### config.mk
export PLATFORM = sky130hd
export DESIGN_NAME = potcmd_decoder
export DESIGN_NICKNAME = d
export VERILOG_FILES = /design/src/rtl/potcmd_pkg.sv /design/src/rtl/potcmd_id_match.sv /design/src/rtl/potcmd_instr_dec.sv /design/src/rtl/potcmd_regs.sv /design/src/rtl/potcmd_decoder.sv
export SDC_FILE = /design/constraint.sdc
export NUM_CORES = 1
export LEC_CHECK = 0
export ABC_CLOCK_PERIOD_IN_PS = 3170
export BUFFER_PORTS_ARGS = -buffer_cell sky130_fd_sc_hd__buf_2
export CAP_MARGIN = 20
export CORE_UTILIZATION = 30
export CTS_CLUSTER_SIZE = 16
export DETAILED_ROUTE_END_ITERATION = 10
export SLEW_MARGIN = 20
export SYNTH_ARGS = -nofsm -noshare
export SYNTH_HDL_FRONTEND = slang
export SYNTH_HIERARCHICAL = 1
export SYNTH_SLANG_ARGS = --single-unit
### constraint.sdc
create_clock -name clk -period 3.17 [get_ports clk]
set_input_delay 0.317 -clock clk [delete_from_list [all_inputs] [get_ports clk]]
set_output_delay 0.317 -clock clk [all_outputs]
set_load 0.005 [all_outputs]
### src/rtl/potcmd_pkg.sv
// Package: shared constants and types for the potentiometer command decoder.
// Assumes: values are 9 to 16 bits wide and travel as two bytes.
package potcmd_pkg;

    localparam logic [3:0] DEV_TYPE = 4'b0101;

    typedef enum logic [2:0] {
        OP_RD_WL  = 3'b000,
        OP_WR_WL  = 3'b001,
        OP_RD_DR  = 3'b010,
        OP_WR_DR  = 3'b011,
        OP_DR2WL  = 3'b100,
        OP_WL2DR  = 3'b101,
        OP_RD_ST  = 3'b110,
        OP_RSVD   = 3'b111
    } op_e;

    typedef enum logic [2:0] {
        ST_IDLE,
        ST_ID,
        ST_INSTR,
        ST_WHI,
        ST_WLO,
        ST_RD
    } state_e;

endpackage

### src/rtl/potcmd_id_match.sv
// Module: compares an identification byte with the device-type code and
// the strapped address pins, and extracts the read/write mode bit.
// Assumes: purely combinational; the caller qualifies it with byte_valid.
module potcmd_id_match
    import potcmd_pkg::*;
(
    input  logic [7:0] id_byte,
    input  logic [1:0] strap,
    output logic       match,
    output logic       rd_mode
);

    // Match when type, the fixed zero bit and both address bits agree.
    always_comb begin
        match   = (id_byte[7:4] == DEV_TYPE) && (id_byte[3] == 1'b0)
                  && (id_byte[2:1] == strap);
        rd_mode = id_byte[0];
    end

endmodule

### src/rtl/potcmd_instr_dec.sv
// Module: splits an instruction byte into opcode and register pointer and
// decides whether the instruction may run in the current mode and busy state.
// Assumes: IDX_W pointer bits sit directly above the two low reserved bits.
module potcmd_instr_dec
    import potcmd_pkg::*;
#(
    parameter int IDX_W = 2
) (
    input  logic [7:0]       instr,
    input  logic             rd_mode,
    input  logic             busy,
    output op_e              op,
    output logic [IDX_W-1:0] idx,
    output logic             legal,
    output logic             takes_data,
    output logic             is_read
);

    // Field extraction.
    always_comb begin
        op  = op_e'(instr[7:5]);
        idx = instr[2+IDX_W-1:2];
    end

    // Legality: mode must fit the opcode; writes into storage wait for busy.
    always_comb begin
        legal      = 1'b0;
        takes_data = 1'b0;
        is_read    = 1'b0;
        case (op)
            OP_RD_WL, OP_RD_DR, OP_RD_ST: begin
                legal   = rd_mode;
                is_read = 1'b1;
            end
            OP_WR_WL: begin
                legal      = !rd_mode;
                takes_data = 1'b1;
            end
            OP_DR2WL: legal = !rd_mode;
            OP_WR_DR: begin
                legal      = !rd_mode && !busy;
                takes_data = 1'b1;
            end
            OP_WL2DR: legal = !rd_mode && !busy;
            default:  legal = 1'b0;
        endcase
    end

endmodule

### src/rtl/potcmd_regs.sv
// Module: wiper latch, data registers and the write-busy timer.
// Assumes: one write port per register class; any data-register write
// starts a busy window of WIP_CYCLES cycles.
module potcmd_regs #(
    parameter int VAL_W      = 10,
    parameter int NUM_DR     = 4,
    parameter int WIP_CYCLES = 64
) (
    input  logic                      clk,
    input  logic                      rst_n,
    input  logic                      wl_we,
    input  logic [VAL_W-1:0]          wl_d,
    input  logic                      dr_we,
    input  logic [$clog2(NUM_DR)-1:0] idx,
    input  logic [VAL_W-1:0]          dr_d,
    output logic [VAL_W-1:0]          wl_q,
    output logic [VAL_W-1:0]          dr_q,
    output logic                      busy
);

    localparam int IDX_W = $clog2(NUM_DR);
    localparam int CNT_W = $clog2(WIP_CYCLES + 1);

    logic [VAL_W-1:0] dr_mem [NUM_DR];
    logic [CNT_W-1:0] cnt;

    // Volatile wiper latch.
    always_ff @(posedge clk) begin
        if (!rst_n)     wl_q <= '0;
        else if (wl_we) wl_q <= wl_d;
    end

    // One storage register per data-register slot.
    for (genvar g = 0; g < NUM_DR; g++) begin : g_dr
        always_ff @(posedge clk) begin
            if (!rst_n)                                dr_mem[g] <= '0;
            else if (dr_we && (idx == IDX_W'(g)))      dr_mem[g] <= dr_d;
        end
    end

    // Selected register for reads and copies.
    always_comb dr_q = dr_mem[idx];

    // Busy window: loads on a write, counts down, clears at zero.
    always_ff @(posedge clk) begin
        if (!rst_n) begin
            busy <= 1'b0;
            cnt  <= '0;
        end else if (dr_we) begin
            busy <= 1'b1;
            cnt  <= CNT_W'(WIP_CYCLES - 1);
        end else if (busy) begin
            if (cnt == '0) busy <= 1'b0;
            else           cnt  <= cnt - 1'b1;
        end
    end

endmodule

### src/rtl/potcmd_decoder.sv
// Module: top of the command decoder. Sequences identification byte,
// instruction byte and data bytes, drives acknowledges and read bytes.
// Assumes: the front end presents at most one of start, stop, byte_valid
// or rd_req per cycle; start wins over everything, stop over bytes.
module potcmd_decoder
    import potcmd_pkg::*;
#(
    parameter int VAL_W      = 10,
    parameter int NUM_DR     = 4,
    parameter int WIP_CYCLES = 64
) (
    input  logic             clk,
    input  logic             rst_n,
    input  logic [1:0]       strap_addr,
    input  logic             start,
    input  logic             stop,
    input  logic             byte_valid,
    input  logic [7:0]       byte_in,
    input  logic             rd_req,
    output logic             ack_addr,
    output logic             ack_data,
    output logic             rd_valid,
    output logic [7:0]       rd_byte,
    output logic             wip,
    output logic [VAL_W-1:0] wiper_pos
);

    localparam int IDX_W = $clog2(NUM_DR);
    localparam int HI_W  = VAL_W - 8;

    state_e           state;
    logic             rd_mode_q;
    op_e              op_q;
    logic [IDX_W-1:0] idx_q;
    logic [HI_W-1:0]  hi_q;
    logic             rd_phase;

    logic             id_ok, id_rd;
    op_e              dec_op;
    logic [IDX_W-1:0] dec_idx;
    logic             dec_legal, dec_data, dec_read;

    logic             byte_go;
    logic             instr_go;
    logic             commit;
    logic             wl_we, dr_we;
    logic [VAL_W-1:0] wl_d, dr_d;
    logic [IDX_W-1:0] reg_idx;
    logic [VAL_W-1:0] wl_q, dr_q;
    logic [VAL_W-1:0] full_val;
    logic [VAL_W-1:0] rd_src;

    potcmd_id_match u_id (
        .id_byte (byte_in),
        .strap   (strap_addr),
        .match   (id_ok),
        .rd_mode (id_rd)
    );

    potcmd_instr_dec #(.IDX_W(IDX_W)) u_dec (
        .instr      (byte_in),
        .rd_mode    (rd_mode_q),
        .busy       (wip),
        .op         (dec_op),
        .idx        (dec_idx),
        .legal      (dec_legal),
        .takes_data (dec_data),
        .is_read    (dec_read)
    );

    potcmd_regs #(
        .VAL_W      (VAL_W),
        .NUM_DR     (NUM_DR),
        .WIP_CYCLES (WIP_CYCLES)
    ) u_regs (
        .clk   (clk),
        .rst_n (rst_n),
        .wl_we (wl_we),
        .wl_d  (wl_d),
        .dr_we (dr_we),
        .idx   (reg_idx),
        .dr_d  (dr_d),
        .wl_q  (wl_q),
        .dr_q  (dr_q),
        .busy  (wip)
    );

    // A byte counts only when no framing event overrides it this cycle.
    always_comb begin
        byte_go  = byte_valid && !start && !stop;
        instr_go = byte_go && (state == ST_INSTR) && dec_legal;
        commit   = byte_go && (state == ST_WLO);
    end

    // Register index: decoded pointer during the instruction, captured after.
    always_comb reg_idx = (state == ST_INSTR) ? dec_idx : idx_q;

    // Assembled write value from the held high bits and the current byte.
    always_comb full_val = {hi_q, byte_in};

    // Write strobes for commits and copies.
    always_comb begin
        wl_we = 1'b0;
        dr_we = 1'b0;
        wl_d  = full_val;
        dr_d  = full_val;
        if (commit && (op_q == OP_WR_WL)) wl_we = 1'b1;
        if (commit && (op_q == OP_WR_DR)) dr_we = 1'b1;
        if (instr_go && (dec_op == OP_DR2WL)) begin
            wl_we = 1'b1;
            wl_d  = dr_q;
        end
        if (instr_go && (dec_op == OP_WL2DR)) begin
            dr_we = 1'b1;
            dr_d  = wl_q;
        end
    end

    // Source value for register reads.
    always_comb rd_src = (op_q == OP_RD_WL) ? wl_q : dr_q;

    // Transaction sequencer with registered acknowledges and read bytes.
    always_ff @(posedge clk) begin
        if (!rst_n) begin
            state     <= ST_IDLE;
            rd_mode_q <= 1'b0;
            op_q      <= OP_RSVD;
            idx_q     <= '0;
            hi_q      <= '0;
            rd_phase  <= 1'b0;
            ack_addr  <= 1'b0;
            ack_data  <= 1'b0;
            rd_valid  <= 1'b0;
            rd_byte   <= '0;
        end else begin
            ack_addr <= 1'b0;
            ack_data <= 1'b0;
            rd_valid <= 1'b0;
            if (start) begin
                state    <= ST_ID;
                rd_phase <= 1'b0;
            end else if (stop) begin
                state <= ST_IDLE;
            end else begin
                case (state)
                    ST_ID: if (byte_valid) begin
                        if (id_ok) begin
                            ack_addr  <= 1'b1;
                            rd_mode_q <= id_rd;
                            state     <= ST_INSTR;
                        end else begin
                            state <= ST_IDLE;
                        end
                    end
                    ST_INSTR: if (byte_valid) begin
                        if (dec_legal) begin
                            ack_data <= 1'b1;
                            op_q     <= dec_op;
                            idx_q    <= dec_idx;
                            if (dec_data)      state <= ST_WHI;
                            else if (dec_read) state <= ST_RD;
                            else               state <= ST_IDLE;
                        end else begin
                            state <= ST_IDLE;
                        end
                    end
                    ST_WHI: if (byte_valid) begin
                        ack_data <= 1'b1;
                        hi_q     <= byte_in[HI_W-1:0];
                        state    <= ST_WLO;
                    end
                    ST_WLO: if (byte_valid) begin
                        ack_data <= 1'b1;
                        state    <= ST_IDLE;
                    end
                    ST_RD: if (rd_req) begin
                        rd_valid <= 1'b1;
                        rd_phase <= !rd_phase;
                        if (op_q == OP_RD_ST)
                            rd_byte <= {7'b0, wip};
                        else if (!rd_phase)
                            rd_byte <= {{(16 - VAL_W){1'b0}}, rd_src[VAL_W-1:8]};
                        else
                            rd_byte <= rd_src[7:0];
                    end
                    default: ;
                endcase
            end
        end
    end

    // Wiper position to the resistor array.
    always_comb wiper_pos = wl_q;

endmodule

==> metrics, run 1 <==
worst path required time=3.40 ns; first-pass GRT wire length=15900 um; Placement Rows=43; Synth-to-Final Area Change=17.0%; Synth cell types=61; Sw Pwr=527 uW; CTS tree=done; die area=14700 um2; Core ar.=13900 um2; PostCTS Resize Cnt=0; Post-synth EDFFs=40; Yosys reg bits=roughly 80; layout net count=roughly 420; setup TNS=0 ns; antenna-violating nets left=0; Longest Clk Path Bufs=2; Fin Clk Skew=0.00727 ns; status=complete, no violations; Most used DFF post-synth=dfxtp_1; crit end category=register; fin crit period=roughly 2.9 ns; sequential cell area=2020 um2; total number of vias=2853; final wirelength=9770 um; Initial Util=30.7%; sequential cell area fraction in the yosys report=47.5%; H-tree levels=3; Startpoint Class=register; GP Congestion=0.847; post-route DRC violation count=0; per-cell routed wire length=approximately 17 um; FILL cells=roughly 1400; worst-path maximum fanout=12; clk slew on worst S/H paths=0.06 ns; syn_nets=roughly 370; vias per cell=4.88; Slew Viols, Final=0; Post CTS Setup Buffer Count=0; fin crit share=between 90 and 100%; Post-Syn Instances=354; kind of critical path=register to register; initial antenna violation count=0; most frequent cells in the layout=46 x and2_1, 41 x dfxtp_1, 40 x edfxtp_1; Worst-Margin Slew=between 0.5 and 0.6 ns; Worst path max stage delay=0.58 ns; synthesized area=4260 um2; asr flop ratio synth=0%; Syn Area/Cell=12.0 um2; Fmax=approximately 340 MHz; worst skew pair latency=0.34 ns; Peak VDD IR=0.203 mV; Hold WC Path Type=primary input to register; largest net degree at the start of global routing=31; Crit path top cell by count=mux4_2; layout cells sized above 1=roughly 28%; ant diodes=0; TritonCTS Buffers=9; Critical Path, Cell by Cell=inv_1 > nor3_1 > mux2_2 > mux4_2 > mux4_2 > nand4_1 > nand2_1; Max Cap Violations=0; P_leak=0.00191 uW; final setup fails=0; Sequential Power Share=between 40% and 50%; Setup WS post-layout=0.257 ns; vias in the first global route=2943; Initial DRC Count=317; Max-slew headroom=64.5%; Comb pwr share=4.9%; Multi-input gate area=2090 um2; Die W=121 um; Clock Power Share=45.6%; Cell Int Power=around 1700 uW; Place WS=0.213 ns; commonest non-fill, non-tap cell in the layout=and2_1; # clock sinks=between 80 and 90; CTS Root Cell=clkbuf_16; Ys Warns=6; # hold bufs at CTS=0; dpl hpwl=7160 um; grt ovf=0; Critical Path AT=3.15 ns; slowest CP cell=mux4_2; I/O Buffers=37; GRT Overall Usage=between 10% and 20%; Switching Share=23.3%; num ports=38; Die Height=between 100 and 150 um; Hold Fails Final Rpt=0; DR pass1 iterations=6; RSZ-0062 raised after global routing=false; pwr dens=between 400 and 500 nW/um2
==> power by group through the flow <==
| stage | Sequential (uW) | Combinational [uW] | Clock (uW) |
|---|---|---|---|
| finish | 1120 | 110 | 1030 |
| global placement | 1140 | 109 | 0 |
| floorplan | 1140 | 68.5 | 0 |
| global route | 1120 | 119 | 1100 |
| CTS | 1120 | 111 | 1050 |
| detailed placement | 1140 | 110 | 0 |
==> through the flow <==
stage          cells  power, uW  util [%]  hold slack, ns  area (um2)
5_1_grt          585       2340      35.9           0.265        4980
3_3_place_gp     569       1250      33.8           0.444        4690
6_report         585       2260      35.9           0.255        4980
2_1_floorplan    354       1210         -           0.393        4260
4_1_cts          585       2280      35.9           0.249        4980
3_5_place_dp     569       1250      33.8           0.447        4690
==> layer usage <==
metal	wire length (um)	track usage [%]	part of all wire (%)	vias up
met5	0	0	0	-
li1	-	-	-	1391
met1	4380	18.4	45	1401
met2	4890	24.3	50	52
met4	153	4.71	1.6	0
met3	345	2.91	3.5	9
==> logic make-up (layout without fill, tap and decap cells) <==
family | count (synthesis) | count (layout) | synth area share, %
adder cells (fa/ha/maj) | 2 | 2 | 0.588
AO/OA/AOI/OAI | 49 | 49 | 8.52
flip-flops | 81 | 81 | 47.5
AND/OR/NAND/NOR | 130 | 130 | 20.3
XOR/XNOR | 6 | 6 | 1.23
buffers and inverters | 28 | 79 | 3.47
multiplexers | 58 | 58 | 18.4
==> flip-flops by register name, indices dropped and copies added, names as in the netlist <==
| signal | flops |
|---|---|
| ack_addr | 1 |
| ack_data | 1 |
| hi_q | 2 |
| idx_q | 2 |
| op_q | 3 |
| rd_byte | 8 |
| rd_mode_q | 1 |
| rd_phase | 1 |
| rd_valid | 1 |
| state | 3 |
| u_regs/busy | 1 |
| u_regs/cnt | 7 |
| u_regs/dr_mem | 40 |
| u_regs/wl_q | 10 |
==> critical path: cells and delay by family, from the launching register on <==
kind	cells	cell delay (ns)
muxes	3	1.60
and+or+nand+nor	3	0.58
DFF	1	0.50
buffers and inverters	1	0.12
==> path summary, 6_finish.rpt <==
path	cells after the start	end	startpoint	slack, ns
min reg2reg	2	rd_byte[1]	rd_byte[1]	0.45
max reg2reg	7	rd_byte[1]	state[1]	0.26
max	7	rd_byte[1]	state[1]	0.26
min	3	hi_q[0]	byte_in[0]	0.26
==> cell usage after synthesis (all sizes together), types with 2 or more instances <==
cell type	number	area (um2)
and2	46	288
dfxtp	41	821
edfxtp	40	1200
mux2i	25	250
mux2	22	285
nand2	16	60.1
nor2b	16	108
nor2	15	88.8
o21ai	13	65.1
buf	11	83.8
mux4	11	248
clkbuf	9	33.8
inv	8	30.0
o21a	7	52.6
a21oi	6	30.0
o2bb2ai	6	52.6
nor3	5	25.0
nand3	4	32.5
nand3b	4	30.0
nor3b	4	30.0
xnor2	4	35.0
a211oi	3	27.5
a21boi	3	22.5
nand4	3	33.8
a211o	2	17.5
a31oi	2	12.5
and4	2	17.5
and4bb	2	25.0
ha	2	25.0
nand2b	2	12.5
or4	2	18.8
xor2	2	17.5
==> cell type report <==
type / instances / share of cell area [%]
clock buffer: 10 / 4.80
sequential: 81 / 40.6
inverter: 8 / 0.603
tap: 180 / 4.52
multi-input combinational: 245 / 41.9
clock inverter: 6 / 1.16
timing repair buffer: 55 / 6.43
(Power assumes the default switching activity.)
==> run 2: changes to the inputs <==
Settings changed: SYNTH_HIERARCHICAL 1 to not set.
==> run 2 against run 1 <==
Highest routed layer unchanged. Synthesized area decreased by 6.6%. Register-to-register slack improved by 0.34 ns. Count of clock-buffer cells in the layout unchanged. Worst setup slack improved by 0.34 ns. Synthesized cell count increased by 13%. Wire length increased by 6.2%. Die area decreased by 6.5%. Global-route usage increased by 1.4 points. Combinational power decreased by 10%.
==> metrics, run 2 <==
status=complete, no violations; worst-path maximum fanout=10; Placement Rows=41; initial antenna violation count=0; met3 Usage GRT=under 10%; H-tree levels=3; worst skew pair latency=0.33 ns; grt ovf=0; most common library cells after synthesis=71 x nor2_1, 43 x mux2i_1, 41 x dfxtp_1; die area=around 14000 um2; final wirelength=about 10000 um; Fmax=388 MHz; Slew Viols, Final=0; vias per cell=5.19; Longest Clk Path Bufs=2; Yosys top cell by area=edfxtp_1; Die W=117 um; Ys Warns=0; DR pass1 iterations=4; ant diodes=0; Critical Path AT=2.62 ns; Sw Pwr=just under 500 uW; grt met1 use=20.9%; GR met2 Demand/Resource=25.5%; Synth cell types=51; Worst path max stage delay=0.53 ns; Biggest register=u_regs.dr_mem; count leader, synth=nor2_1; Regs by FF count=u_regs.dr_mem: 40 flops, u_regs.wl_q: 10 flops, rd_byte: 8 flops; RSZ-0062 raised after global routing=false; total number of vias=~3200; CTS Root Cell=clkbuf_16; # hold bufs at CTS=0; GP Congestion=0.874; dpl hpwl=7590 um; Post CTS Setup Buffer Count=0; FF-to-FF End=u_regs.dr_mem[1][4]; Cell Int Power=1670 uW; Synth Area in Compound Gates=13.1%; worst path required time=3.21 ns; Die Height=117 um; Hold Fails Final Rpt=0; Sequential Power Share=around 52%; Worst-Margin Slew=0.735 ns; Synth-to-Final Area Change=16.7%; Place WS=0.655 ns; I/O Buffers=37; XOR/XNOR share of the synthesized area=1.98%; fin crit period=roughly 2.6 ns; Yosys reg bits=81; clk slew on worst S/H paths=about 0.060 ns; Core ar.=12800 um2; Initial Util=slightly above 30%; Most used DFF post-synth=dfxtp_1; final setup fails=0; Simple-Gate Fraction of Synth Area=between 10% and 20%; antenna-violating nets left=0; Clock Power Share=a little over two fifths; worst path bufs/invs=1; fin crit share=slightly above 80%; Peak VDD IR=0.237 mV; asr flop ratio synth=0%; Post-synth EDFFs=40; Hold EP=rd_phase; PostCTS Resize Cnt=0; Startpoint Class=register; worst r2r src=state[2]; post-synthesis mux area share=11.7%; max reg flops=40; Setup WS post-layout=roughly 0.59 ns; Syn Area/Cell=between 9 and 10 um2; beginning of the worst hold path=start; Post-Syn Instances=between 400 and 500; Post-Synth Adder-Cell Area=0.881%; sequential cell area fraction in the yosys report=50.8%; Comb pwr share=4.6%; TritonCTS Buffers=9; synthesized area=roughly 4000 um2; R2R depth=6; setup TNS=0 ns; WP depth=6; slowest CP cell=or4_4; delay-heaviest family, CP=simple AND/OR/NAND/NOR gates; layout net count=460; main combinational cell family by area after synthesis=simple AND/OR/NAND/NOR gates; Fin Clk Skew=0.00327 ns; Switching Share=22.4%; fin util=36.4%; Critical Path, Cell by Cell=or3b_4 > or4_4 > o21ai_2 > nand2_1 > o31ai_1 > buf_4; Synth top area share=30.2%; Hold WC Path Type=primary input to register; post-route DRC violation count=0; vias in the first global route=2967; CTS tree=done; kind of critical path=register to register; Max Cap Violations=0; most frequent cells in the layout=71 x nor2_1, 43 x mux2i_1, 41 x dfxtp_1; num ports=38; pwr dens=463 nW/um2; P_leak=0.00169 uW; top area cells in the synthesized netlist=edfxtp_1 30%, dfxtp_1 21%, mux2i_1 11%; Initial DRC Count=352; syn_nets=approximately 420; crit end category=register; first-pass GRT wire length=16000 um; internal reg-to-reg setup slack=roughly 0.59 ns; per-cell routed wire length=16.8 um; # clock sinks=81; Max-slew headroom=50.5%; GRT Overall Usage=15.8%; hold depth=2; grt peak-use layer=met2; largest net degree at the start of global routing=29; commonest non-fill, non-tap cell in the layout=nor2_1; layout cells sized above 1=17.2%
run 2: cell types whose count changed after synthesis, sizes merged, moves of 11 or more:
cell | before | now
nor2 | 15 | 73
and2 | 46 | 1
a21oi | 6 | 26
mux2 | 22 | 3
mux2i | 25 | 43
nand2 | 16 | 30
nor2b | 16 | 3
a22oi | 1 | 12
mux4 | 11 | 0
run 2: routing by layer:
layer / share of wire [%] / vias up
met5: 0 / -
met4: 1.8 / 0
met3: 5.5 / 13
met2: 47 / 107
met1: 46 / 1546
li1: - / 1547
run 2: final cells by class:
| type | count | area [um2] |
|---|---|---|
| flip-flops and latches | 81 | 2020 |
| clock inverters | 6 | 35.0 |
| inverters | 10 | 37.5 |
| repair buffers | 49 | 275 |
| well taps | 172 | 215 |
| clock buffers | 10 | 229 |
| fillers | 1270 | 8130 |
| multi-input cells | 291 | 1830 |
run 2: power by group through the flow:
stage | clock network, uW | registers (uW) | logic, uW
3_5_place_dp | 0 | 1140 | 97.5
6_report | 931 | 1120 | 98.6
2_1_floorplan | 0 | 1140 | 56.4
3_3_place_gp | 0 | 1140 | 96.7
5_1_grt | 994 | 1120 | 108
4_1_cts | 956 | 1120 | 97.9
run 2: worst max path at each step:
stage,start,endpoint
after floorplan,state[2],u_regs.dr_mem[0][0]
after detailed placement,state[2],u_regs.dr_mem[0][2]
after global routing,state[2],u_regs.dr_mem[1][6]
after global placement,state[2],u_regs.dr_mem[1][0]
after CTS,state[2],u_regs.dr_mem[1][4]
final,state[2],u_regs.dr_mem[1][4]
run 2: per-stage QoR:
| step | total power (uW) | area [um2] | instances | hold slack [ns] |
|---|---|---|---|---|
| global placement | 1240 | 4380 | 603 | 0.471 |
| detailed placement | 1240 | 4380 | 603 | 0.479 |
| finish | 2150 | 4640 | 619 | 0.241 |
| global route | 2220 | 4640 | 619 | 0.251 |
| CTS | 2170 | 4640 | 619 | 0.234 |
| floorplan | 1200 | 3980 | 401 | 0.394 |
run 2: logic make-up after synthesis:
kind of cell / count (synthesis)
AOI/OAI and AO/OA: 79
buffers and inverters: 29
and+or+nand+nor: 154
DFF: 81
xor gates and xnor gates: 9
adders and majority gates: 3
muxes: 46
==> run 3: changes to the inputs <==
Settings changed: ABC_CLOCK_PERIOD_IN_PS 3170 to 2600.
Clock period 3.17 ns to 2.6 ns, I/O delays scaled along.
==> run 3 against run 2 <==
First-iteration DRC count down 14%. Sequential cell count unchanged. Fmax up 6.2%. Final cell count up 2.3%. Cell area up 4.5%. Critical path depth up 1. Count of clock-buffer cells in the layout unchanged. Critical endpoint is now u_regs.dr_mem[2][5].
==> metrics, run 3 (synthesis gave the netlist of run 2 again) <==
Worst path max stage delay=0.53 ns; Core ar.=12800 um2; hold slack=0.192 ns; layout net count=474; status=complete, no violations; Peak VDD IR=0.333 mV; I/O Buffers=37; largest net degree at the start of global routing=29; Max-slew headroom=57.0%; Post CTS Setup Buffer Count=0; Hold WC Path Type=primary input to register; vias per cell=5.26; Critical Path AT=2.61 ns; GRT Overall Usage=17.0%; Initial DRC Count=about 300; Fmax=412 MHz; Initial Util=31.1%; delay-heaviest family, CP=simple AND/OR/NAND/NOR gates; clk slew on worst S/H paths=0.06 ns; dpl hpwl=about 8000 um; total number of vias=between 3000 and 4000; worst-path maximum fanout=8; most frequent cells in the layout=71 x nor2_1, 43 x mux2i_1, 40 x dfxtp_1, 40 x edfxtp_1, 37 x buf_2; fin util=38.0%; P_leak=0.00181 uW; per-cell routed wire length=17.3 um; Die W=117 um; CTS Root Cell=clkbuf_16; Longest Clk Path Bufs=2; initial antenna violation count=0; worst skew pair latency=0.34 ns; grt met1 use=20.8%; Placement Rows=41; Fin Clk Skew=0.00789 ns; H-tree levels=3; Hold Fails Final Rpt=0; max reg flops=40; Biggest register=u_regs.dr_mem; RSZ-0062 raised after global routing=false; CTS tree=done; Die Height=approximately 120 um; die area=13700 um2; pwr dens=around 600 nW/um2; # clock sinks=81; Regs by FF count=u_regs.dr_mem: 40 flops, u_regs.wl_q: 10 flops, rd_byte: 8 flops; ant diodes=0; Critical Path, Cell by Cell=or3b_4 > or4_4 > o21ai_2 > nand2_1 > buf_4 > a211o_1 > nor2_1; slowest CP cell=or4_4; final setup fails=0; vias in the first global route=about 3300; fin crit period=2.42 ns; final wirelength=11000 um; kind of critical path=register to register; crit end category=register; post-route DRC violation count=0; Slew Viols, Final=0; GR met2 Demand/Resource=between 20% and 30%; Synth-to-Final Area Change=22.0%; Max Cap Violations=0; layout cells sized above 1=roughly a fifth; worst path bufs/invs=1; grt ovf=0; Worst-Margin Slew=approximately 0.64 ns; fin crit share=93.2%; commonest non-fill, non-tap cell in the layout=nor2_1; DR pass1 iterations=5; GP Congestion=slightly below 0.9; PostCTS Resize Cnt=0; grt peak-use layer=met2; antenna-violating nets left=0; worst path required time=2.79 ns; met3 Usage GRT=2.94%; first-pass GRT wire length=17000 um; TritonCTS Buffers=9; Startpoint Class=register; # hold bufs at CTS=0; FILL cells=1266; num ports=38
[run 3: changes by cell type in the layout (fill, tap and decap cells not counted), moves of 2 or more]
cell and delta:
clkinv_2 -3, bufinv_16 +2, inv_6 +2, o31ai_1 -2, buf_12 +2, clkinvlp_4 -2
buf_4 +11
[run 3: where the power goes]
group,switching [uW],internal (uW)
clock,522,847
sequential,9.56,1360
combinational,87.8,45.4
[run 3: layout make-up]
type,count,area [um2],area share (%)
multi-input cells,291,1850,38.1
flip-flops and latches,81,2020,41.7
repair buffers,63,409,8.43
well taps,172,215,4.44
clock buffers,10,229,4.72
clock inverters,6,90.1,1.86
inverters,10,37.5,0.774
[run 3: path summary, 6_finish.rpt]
kind,startpoint,end,slack (ns),cells past startpoint
worst min register to register,rd_byte[1],rd_byte[1],0.47,2
worst max register to register,state[0],u_regs.dr_mem[2][5],0.18,7
worst min-delay path,start,rd_phase,0.19,2
worst max-delay path,state[0],u_regs.dr_mem[2][5],0.18,7
[run 3: metal layers]
| layer | part of all wire, % | vias up |
|---|---|---|
| met2 | 50 | 105 |
| met4 | 2.6 | 0 |
| met1 | 43 | 1619 |
| met3 | 4.8 | 19 |
| li1 | - | 1584 |
| met5 | 0 | - |
[run 3: worst reg2reg max path: cells and delay by family, from the launching register on]
family / cells / cell delay [ns]
simple gates: 4 / 1.22
compound gates: 2 / 0.44
flops: 1 / 0.37
buf+inv: 1 / 0.25
[run 3: stage by stage]
stage	worst slack [ns]	cells	power, uW	setup TNS [ns]	area (um2)
floorplan	-0.171	401	1460	-4.43	4000
global placement	0.203	617	1520	0	4530
detailed placement	0.108	617	1530	0	4530
CTS	0.110	633	2890	0	4850
global route	0.0591	633	2950	0	4850
finish	0.176	633	2870	0	4850
